==> config.mk <==
export PLATFORM = sky130hd
export DESIGN_NAME = mem_region_decoder
export DESIGN_NICKNAME = d
export VERILOG_FILES = /design/src/rtl/mrd_pkg.sv /design/src/rtl/mrd_region_decode.sv /design/src/rtl/mrd_attr_check.sv /design/src/rtl/mrd_ext_timer.sv /design/src/rtl/mem_region_decoder.sv
export SDC_FILE = /design/constraint.sdc
export NUM_CORES = 1
export LEC_CHECK = 0
export BUFFER_PORTS_ARGS = -buffer_cell sky130_fd_sc_hd__buf_2
export CAP_MARGIN = 20
export CORE_ASPECT_RATIO = 1.5
export CORE_MARGIN = 1
export CORE_UTILIZATION = 37
export DETAILED_ROUTE_END_ITERATION = 8
export PLACE_DENSITY = 0.86
export SYNTH_ARGS = -nofsm -noshare
export SYNTH_HDL_FRONTEND = slang
export SYNTH_SLANG_ARGS = --single-unit
==> constraint.sdc <==
create_clock -name clk -period 2.6 [get_ports clk]
set_clock_uncertainty 0.2 [all_clocks]
set_input_delay 0.39 -clock clk [delete_from_list [all_inputs] [get_ports clk]]
set_output_delay 0.39 -clock clk [all_outputs]
set_load 0.02 [all_outputs]
==> src/rtl/mrd_pkg.sv <==
package mrd_pkg;
  localparam logic [31:0] BOOT_BASE = 32'hFFFF_0000;
  localparam logic [31:0] IO_BASE   = 32'hFFFF_FE00;
  localparam int unsigned BOOT_MAX  = 32768;

  typedef enum logic [1:0] {ACC_LOAD = 2'd0, ACC_STORE = 2'd1, ACC_FETCH = 2'd2, ACC_RSVD = 2'd3} acc_kind_e;
  typedef enum logic [1:0] {SZ_BYTE = 2'd0, SZ_HALF = 2'd1, SZ_WORD = 2'd2, SZ_RSVD = 2'd3} acc_size_e;
  typedef enum logic [2:0] {RG_NONE, RG_IMEM, RG_DMEM, RG_BOOT, RG_IO, RG_EXT} region_e;

  // offset of addr from base lies below span (wraps modulo 2^32)
  function automatic logic in_window(logic [31:0] addr, logic [31:0] base, logic [32:0] span);
    logic [31:0] off;
    off = addr - base;
    return {1'b0, off} < span;
  endfunction

  function automatic logic aligned_ok(logic [1:0] lo, acc_size_e sz);
    case (sz)
      SZ_BYTE: return 1'b1;
      SZ_HALF: return ~lo[0];
      SZ_WORD: return lo == 2'b00;
      default: return 1'b0;
    endcase
  endfunction
endpackage

==> src/rtl/mrd_region_decode.sv <==
module mrd_region_decode
  import mrd_pkg::*;
#(
  parameter logic [31:0] IBASE      = 32'h0000_0000,
  parameter logic [31:0] DBASE      = 32'h8000_0000,
  parameter bit          IMEM_EN    = 1'b1,
  parameter bit          DMEM_EN    = 1'b1,
  parameter bit          BOOT_EN    = 1'b1,
  parameter bit          EXT_EN     = 1'b1,
  parameter int unsigned IMEM_BYTES = 16384,
  parameter int unsigned DMEM_BYTES = 8192,
  parameter int unsigned BOOT_BYTES = 4096
) (
  input  logic [31:0] addr,
  output region_e     region,
  output logic        gap_hit
);
  localparam logic [32:0] IMEM_END   = {1'b0, IBASE} + 33'(IMEM_BYTES);
  localparam bit          GAP_EXISTS = IMEM_EN && (IMEM_END < {1'b0, DBASE});

  always_comb begin
    gap_hit = GAP_EXISTS && ({1'b0, addr} >= IMEM_END) && (addr < DBASE);
    region  = RG_NONE;
    if (addr >= IO_BASE) begin
      region = RG_IO;
    end else if (addr >= BOOT_BASE) begin
      if (BOOT_EN && in_window(addr, BOOT_BASE, 33'(BOOT_BYTES))) region = RG_BOOT;
    end else if (IMEM_EN && in_window(addr, IBASE, 33'(IMEM_BYTES))) begin
      region = RG_IMEM;
    end else if (DMEM_EN && in_window(addr, DBASE, 33'(DMEM_BYTES))) begin
      region = RG_DMEM;
    end else if (!gap_hit && EXT_EN) begin
      region = RG_EXT;
    end
  end
endmodule

==> src/rtl/mrd_attr_check.sv <==
module mrd_attr_check
  import mrd_pkg::*;
(
  input  region_e    region,
  input  acc_kind_e  kind,
  input  acc_size_e  size,
  input  logic [1:0] addr_lo,
  output logic       fault
);
  always_comb begin
    fault = 1'b0;
    if (region == RG_NONE)                                  fault = 1'b1;
    if (!aligned_ok(addr_lo, size))                         fault = 1'b1;
    if (kind == ACC_RSVD)                                   fault = 1'b1;
    if (kind == ACC_FETCH && size != SZ_WORD)               fault = 1'b1;
    case (region)
      RG_DMEM: if (kind == ACC_FETCH) fault = 1'b1;
      RG_BOOT: if (kind == ACC_STORE) fault = 1'b1;
      RG_IO:   if (kind == ACC_FETCH || (kind == ACC_STORE && size != SZ_WORD)) fault = 1'b1;
      default: ;
    endcase
  end
endmodule

==> src/rtl/mrd_ext_timer.sv <==
module mrd_ext_timer #(
  parameter int unsigned TIMEOUT = 8
) (
  input  logic clk,
  input  logic rst_n,
  input  logic start,
  input  logic ack,
  input  logic err,
  output logic pend,
  output logic timeout_evt,
  output logic bus_fault
);
  localparam int CW = (TIMEOUT > 0) ? $clog2(TIMEOUT + 1) : 1;

  logic [CW-1:0] cnt;
  logic          close_evt;

  generate
    if (TIMEOUT > 0) begin : g_tmo
      assign timeout_evt = pend && !ack && !err && (cnt == CW'(TIMEOUT - 1));
      assert_cnt_bound_R10: assert property (@(posedge clk) disable iff (!rst_n)
        pend |-> (cnt < CW'(TIMEOUT)));
    end else begin : g_no_tmo
      assign timeout_evt = 1'b0;
    end
  endgenerate

  assign close_evt = pend && (ack || err || timeout_evt);

  always_ff @(posedge clk) begin
    if (!rst_n) begin
      pend      <= 1'b0;
      cnt       <= '0;
      bus_fault <= 1'b0;
    end else begin
      bus_fault <= pend && (err || timeout_evt);
      if (start) begin
        pend <= 1'b1;
        cnt  <= '0;
      end else if (close_evt) begin
        pend <= 1'b0;
      end else if (pend) begin
        cnt <= cnt + 1'b1;
      end
    end
  end

  assert_bus_fault_cause_R11: assert property (@(posedge clk) disable iff (!rst_n)
    bus_fault |-> $past(pend));
  assert_single_outstanding_R11: assert property (@(posedge clk) disable iff (!rst_n)
    pend |-> !start);
  assert_timeout_pulse_R10: assert property (@(posedge clk) disable iff (!rst_n)
    timeout_evt |=> (bus_fault && !pend));
endmodule

==> src/rtl/mem_region_decoder.sv <==
module mem_region_decoder
  import mrd_pkg::*;
#(
  parameter logic [31:0] IBASE      = 32'h0000_0000,
  parameter logic [31:0] DBASE      = 32'h8000_0000,
  parameter bit          IMEM_EN    = 1'b1,
  parameter bit          DMEM_EN    = 1'b1,
  parameter bit          BOOT_EN    = 1'b1,
  parameter bit          EXT_EN     = 1'b1,
  parameter int unsigned IMEM_BYTES = 16384,
  parameter int unsigned DMEM_BYTES = 8192,
  parameter int unsigned BOOT_BYTES = 4096,
  parameter int unsigned TIMEOUT    = 8
) (
  input  logic        clk,
  input  logic        rst_n,
  input  logic        req_valid,
  input  logic [31:0] req_addr,
  input  logic [1:0]  req_kind,
  input  logic [1:0]  req_size,
  input  logic        ext_ack,
  input  logic        ext_err,
  output logic        sel_imem,
  output logic        sel_dmem,
  output logic        sel_boot,
  output logic        sel_io,
  output logic        sel_ext,
  output logic        acc_fault,
  output logic [1:0]  acc_fault_kind,
  output logic        bus_fault,
  output logic [31:0] boot_addr
);
  region_e region;
  logic    gap_hit;
  logic    decode_fault;
  logic    req_fault;
  logic    pend;
  logic    timeout_evt;

  mrd_region_decode #(
    .IBASE(IBASE), .DBASE(DBASE), .IMEM_EN(IMEM_EN), .DMEM_EN(DMEM_EN),
    .BOOT_EN(BOOT_EN), .EXT_EN(EXT_EN), .IMEM_BYTES(IMEM_BYTES),
    .DMEM_BYTES(DMEM_BYTES), .BOOT_BYTES(BOOT_BYTES)
  ) u_decode (
    .addr(req_addr), .region(region), .gap_hit(gap_hit)
  );

  mrd_attr_check u_attr (
    .region(region), .kind(acc_kind_e'(req_kind)), .size(acc_size_e'(req_size)),
    .addr_lo(req_addr[1:0]), .fault(decode_fault)
  );

  assign req_fault = req_valid && decode_fault;

  always_comb begin
    sel_imem = 1'b0;
    sel_dmem = 1'b0;
    sel_boot = 1'b0;
    sel_io   = 1'b0;
    sel_ext  = 1'b0;
    if (req_valid && !decode_fault) begin
      case (region)
        RG_IMEM: sel_imem = 1'b1;
        RG_DMEM: sel_dmem = 1'b1;
        RG_BOOT: sel_boot = 1'b1;
        RG_IO:   sel_io   = 1'b1;
        RG_EXT:  sel_ext  = 1'b1;
        default: ;
      endcase
    end
  end

  mrd_ext_timer #(.TIMEOUT(TIMEOUT)) u_timer (
    .clk(clk), .rst_n(rst_n), .start(sel_ext), .ack(ext_ack), .err(ext_err),
    .pend(pend), .timeout_evt(timeout_evt), .bus_fault(bus_fault)
  );

  always_ff @(posedge clk) begin
    if (!rst_n) begin
      acc_fault      <= 1'b0;
      acc_fault_kind <= 2'd0;
    end else begin
      acc_fault      <= req_fault;
      acc_fault_kind <= req_fault ? req_kind : 2'd0;
    end
  end

  assign boot_addr = BOOT_EN ? BOOT_BASE : IBASE;

  assert_sel_onehot_R8: assert property (@(posedge clk) disable iff (!rst_n)
    $onehot0({sel_imem, sel_dmem, sel_boot, sel_io, sel_ext}));
  assert_no_high_forward_R3: assert property (@(posedge clk) disable iff (!rst_n)
    sel_ext |-> (req_addr < BOOT_BASE));
  assert_gap_not_forwarded_R5: assert property (@(posedge clk) disable iff (!rst_n)
    gap_hit |-> !sel_ext);
  assert_fault_follows_req_R8: assert property (@(posedge clk) disable iff (!rst_n)
    acc_fault |-> $past(req_valid));
  assert_fetch_word_R7: assert property (@(posedge clk) disable iff (!rst_n)
    ((sel_imem || sel_boot || sel_ext) && req_kind == 2'd2) |-> (req_size == 2'd2));
  assert_boot_readonly_R7: assert property (@(posedge clk) disable iff (!rst_n)
    sel_boot |-> (req_kind != 2'd1));
endmodule

Word-level counts from Yosys, hierarchy flattened
Index checks and enable logic that the tools add are counted.
W data, S select, Z words.
Storage, ports and cells
  register bits after elaboration: 9
  input port bits: 41
  word-level logic and storage cells: 81
Operators by class
  add/subtract/negate cells: 3
  $lt $le $gt $ge: 7
  equal/unequal tests: 12
  muxes and demuxes: 27
  bitwise logic cells: 3
  reduce and logical (&&, ||, !) cells: 24
Operator list (number)
  $ge A32 B32 Y1 const B: 2
  $sub A32 B32 Y32 const B: 2
  $ge A32 B15 Y1 const B: 1
  $lt A32 B13 Y1 const B: 1
  $lt A32 B14 Y1 const B: 1
  $lt A32 B15 Y1 const B: 1
  $lt A32 B32 Y1 const B: 1
  $mux W1: 19
  $mux W3: 5
  $logic_and A1 B1 Y1: 10
  $eq A2 B2 Y1 const B: 3
  $eq A3 B2 Y1 const B: 2
  $eq A3 B3 Y1 const B: 2
  $pmux W1 S3: 2
  $add A4 B1 Y4 const B: 1
  $eq A2 B1 Y1 const B: 2
  $eq A4 B3 Y1 const B: 1
  $logic_not A2 Y1: 2
  $logic_or A1 B1 Y1: 4
  $reduce_and A2 Y1: 2
  $eq A3 B1 Y1 const B: 1
  $logic_not A1 Y1: 3
  $logic_not A3 Y1: 1
  $not A1 Y1: 3
  other kinds (4): 4

Depth between registers and ports, before layout
  depth in word-level cells: 18
  mapped depth: 7

Modules after synthesis
From an unflattened synthesis, not the netlist that was laid out.
Second synthesis, totals
  cell total of the unflattened synthesis: 116
  area, all modules: 904.6 sq um
Modules (own cells, without submodules)
  mem_region_decoder: instances 1, cells each 47, area an instance 387.9 sq um, sequential area each 60.1 sq um
  mrd_ext_timer: instances 1, cells each 32, area an instance 279.0 sq um, sequential area each 120.1 sq um
  mrd_region_decode: instances 1, cells each 26, area an instance 166.4 sq um, sequential area each 0.0 sq um
  mrd_attr_check: instances 1, cells each 11, area an instance 71.3 sq um, sequential area each 0.0 sq um

Worst setup path before layout
Ideal clock, no wire load.
  path kind: input to output
  from: input req_addr[27]
  to: output sel_boot
  arrival: 2.068 ns
  data required time: 2.010 ns
  path slack: -0.058 ns
  stages: 5
  path buffers: 0
  cells stage by stage: nor4_1 nand3_1 or3_1 o211ai_2 nor4b_1
On the way
  word-level cells in the longest chain between the ends: 17
  elaborated cells between the ends (all ways): 32
  classes of those cells: add/sub (2); order compare (7); eq/ne (3); mux (16); reduce/logical (4)
Ends and longest elaborated chain
  start, declared: line mem_region_decoder.sv:18  | input logic [31:0] req_addr,
  branches (longest 6 deep; another with $sub A32 B32 Y32)
  $mux W3 (*): line mrd_region_decode.sv:24  | if (addr >= IO_BASE) begin
  $logic_not A3 Y1: line mrd_attr_check.sv:12  | if (region == RG_NONE) fault = 1'b1;
  $mux W1: line mrd_attr_check.sv:12
  $mux W1: line mrd_attr_check.sv:13  | if (!aligned_ok(addr_lo, size)) fault = 1'b1;
  $mux W1: line mrd_attr_check.sv:14  | if (kind == ACC_RSVD) fault = 1'b1;
  $mux W1: line mrd_attr_check.sv:15  | if (kind == ACC_FETCH && size != SZ_WORD) fault = 1'b1;
  $mux W1, on equally long branches: line mrd_attr_check.sv:19, mrd_attr_check.sv:17, mrd_attr_check.sv:18
  $pmux W1 S3: line mrd_attr_check.sv:16  | case (region)
  $logic_not A1 Y1: line mem_region_decoder.sv:61  | if (req_valid && !decode_fault) begin
  $logic_and A1 B1 Y1: line mem_region_decoder.sv:61
  $mux W1 (*): line mem_region_decoder.sv:61
  end, declared: line mem_region_decoder.sv:25  | output logic sel_boot,
Every way passes the cells marked *.

Final worst setup path
  from: input req_addr[27]
  to: output sel_io
On the way
  word-level cells in the longest chain between the ends: 17
  elaborated cells between the ends (all ways): 32
  classes of those cells: add/sub (2); order compare (7); eq/ne (3); mux (16); reduce/logical (4)
Ends and longest elaborated chain
  branches (longest 6 deep; another with $sub A32 B32 Y32)
  $mux W3 (*): line mrd_region_decode.sv:24
  $logic_not A3 Y1: line mrd_attr_check.sv:12
  $mux W1: line mrd_attr_check.sv:12
  $mux W1: line mrd_attr_check.sv:13
  $mux W1: line mrd_attr_check.sv:14
  $mux W1: line mrd_attr_check.sv:15
  $mux W1, on equally long branches: line mrd_attr_check.sv:19, mrd_attr_check.sv:17, mrd_attr_check.sv:18
  $pmux W1 S3: line mrd_attr_check.sv:16
  $logic_not A1 Y1: line mem_region_decoder.sv:61
  $logic_and A1 B1 Y1: line mem_region_decoder.sv:61
  $mux W1 (*): line mem_region_decoder.sv:61
  end, declared: line mem_region_decoder.sv:26  | output logic sel_io,
Marks and branches as above.

==> metrics.txt <==
CP Launch Point req_addr[27]; top cell type's share of synthesized area roughly 26%; CP Depth 8; # IOs a little over 80; combinational share of power around 37%; vias in the first global route 903; Root Buffer clkbuf_4; antenna cells 0; register bit total from synthesis 9; worst hold path type primary input to flip-flop; largest net degree at the start of global routing 8; Iteration-0 DRC Markers 16; P_sw between 100 and 150 uW; Crit Path Max Fanout 3; Die Width between 40 and 50 um; fin nets 214; Gate Count Post-Synth roughly 120; Reg power frac a little over a third; clk sink count 9; critical path launch point type primary input; fraction of the cycle the final worst path needs between 90% and 100%; Starting Density a little over 40%; Sw Share between 30% and 40%; Hold Crit Depth 2; Via Count around 1000; fmax a little under 400 MHz; Worst path top cell family by delay simple AND/OR/NAND/NOR gates; syn avg cell area 7.781 um2; Peak VDD IR approximately 0.0003 V; Tightest Pin Transition between 0.4 and 0.5 ns; antenna violations before repair 0; CTS HTree Levels 1; crit path time final ~2.6 ns; mapped cell area slightly above 900 um2; post-place instance area 1106 um2; max_cap viols 0; Leakage around 0.00059 uW; endpoints failing setup 0; worst setup slack after layout 0.01400 ns; CP max stage delay 0.58 ns; synth warn 0; most frequent cell after synthesis buf_4; CORE AREA 2286 um2; vias per cell 5.294; Area contributors post-synth buf_4 (26%), dfxtp_1 (19%), nand4_1 (4.7%), nor2_1 (4.1%), nor4_1 (4.1%); Layout area overhead 38.38%; Total GRT Usage 16.44%; Synth Flop Type dfxtp_1; # rows 21; CP Capture Point sel_io; first-pass GRT wire length around 3500 um; RePlAce Congestion between 0.8 and 0.9; Finished Layout Cells a little under 200; outcome finished, final reports clean; 1st-pass router iterations 4; Max Slew Vio Count 0; area leader, netlist buf_4; cell total after placement around 190; final count of hold timing violations 0; Antenna Nets Post-Route 0; Inserted Clock Buffers 3; number of distinct library cells after synthesis 39; Buffers on Ports 42; DP Worst Slack -0.1090 ns; Hold Path Origin ext_err; Setup CP Type primary input to output port; Worst setup EP type output port; critical path arrival about 2.0 ns; sequential element share of the synthesized area between 10% and 20%; Post-synth EDFFs 0; die area 2711 um2; clk_lat worst skew between 0.2 and 0.3 ns; TritonCTS clock tree yes; post-layout instance area approximately 1300 um2; fraction of synthesis flops using an asynchronous set or reset pin 0%; normalized max-slew margin roughly 67%; fraction of layout cells with a size suffix above 1 42.11%; slowest library cell on the worst path or4_4; dpl hpwl roughly 1800 um; worst reg2reg path depth 6; CTS Buffer Depth 2; clock transition at the registers of the reported paths about 0.06 ns; Critical R2R Capture u_timer.cnt[3]$_SDFFE_PP0P_; CP cell instances buf_2 -> buf_6 -> nand4_1 -> or4_4 -> a41oi_4 -> o211ai_4 -> nor4b_2 -> buf_4; P_int approximately 250 uW; CP Data Required Time ~2.0 ns; RR Startpoint u_timer.cnt[0]$_SDFFE_PP0P_; WL final ~2500 um; CP bufs+invs 3; top post-synthesis cells by count buf_4 (32), nor2_1 (10), dfxtp_1 (9); # DRC 0; total global routing overflow 0; Clock power frac a little over a quarter; Avg WL per Cell about 13 um; R2R Setup Slk 1.00 ns; power per cell area between 300 and 400 nW/um2; DIE HEIGHT 63.27 um
## sequential cells by signal (all words and copies together), names as in the netlist
name / count
u_timer.cnt: 4
u_timer.bus_fault: 1
acc_fault: 1
u_timer.pend: 1
acc_fault_kind: 2
## logic make-up (layout without fill, tap and decap cells)
kind of cell / count (synthesis) / in the layout / share of synthesized area (%)
AND/OR/NAND/NOR: 52 / 52 / 31.22
buffers and inverters: 34 / 56 / 26.76
AO/OA/AOI/OAI: 16 / 16 / 15.54
flip-flops: 9 / 9 / 19.46
XOR/XNOR: 4 / 4 / 3.784
other: 2 / 32 / 0.8111
adder cells (fa/ha/maj): 1 / 1 / 1.351
multiplexers: 1 / 1 / 1.081
## metal layers
layer	routed length [um]	track usage [%]
met5	0	0
met2	1444	32.95
met1	812	14.61
met4	79	7.813
met3	200	2.865
## through the flow
step	hold WS, ns	utilization [%]	total power, uW	TNS (ns)
after floorplan	0.2256	-	256.8	0
after global placement	0.2421	48.39	268.2	-0.2880
after detailed placement	0.2589	48.39	269.5	-0.3460
after CTS	0.1909	50.79	383.0	0
after global routing	0.1963	56.05	416.9	-0.01632
final	0.1938	56.05	395.1	0
## layout by cell type (no fill, tap or decap), types with 2 or more instances in the layout
| master | count |
|---|---|
| xor2_1 | 3 |
| buf_4 | 10 |
| o21a_1 | 2 |
| nand2_1 | 8 |
| buf_2 | 39 |
| nor4_2 | 3 |
| nand2b_1 | 3 |
| nor3_1 | 3 |
| or4_4 | 2 |
| clkbuf_4 | 3 |
| nand4_1 | 7 |
| conb_1 | 32 |
| dfxtp_1 | 9 |
| nor2_1 | 10 |
| a21oi_1 | 3 |
| nand3_1 | 3 |
| nor4_1 | 2 |
| buf_6 | 2 |
## final cells by class
type	count	area (um2)
Tap cell	23	28.78
Fill cell	234	1005
Sequential cell	9	180.2
Timing Repair Buffer	51	292.8
Multi-Input combinational cell	106	749.5
Clock buffer	4	26.28
Inverter	1	3.754
## repair_timing
| action | CTS | global route |
|---|---|---|
| endpoints found under the hold margin | 0 | 0 |
| gates resized for setup | 4 | 18 |
| pin swaps | 1 | 8 |
| hold buffers | 0 | 0 |
| buffers inserted | 0 | 1 |
| gates cloned | 0 | 0 |
| setup endpoints to repair | 4 | 4 |
## how the worst min path moves through the flow
stage / to / slack, ns
2_1_floorplan: u_timer.bus_fault$_SDFF_PN0_ / 0.23
3_3_place_gp: u_timer.bus_fault$_SDFF_PN0_ / 0.24
3_5_place_dp: u_timer.bus_fault$_SDFF_PN0_ / 0.26
4_1_cts: acc_fault$_SDFF_PN0_ / 0.19
5_1_grt: u_timer.bus_fault$_SDFF_PN0_ / 0.20
6_report: u_timer.bus_fault$_SDFF_PN0_ / 0.19
## power by group through the flow
stage	logic [uW]	registers, uW	clock network, uW
floorplan	109	148	0
global placement	123	145	0
detailed placement	125	145	0
CTS	129	142	113
global route	157	142	118
finish	147	142	106
Power figures use the tool's default switching activity.
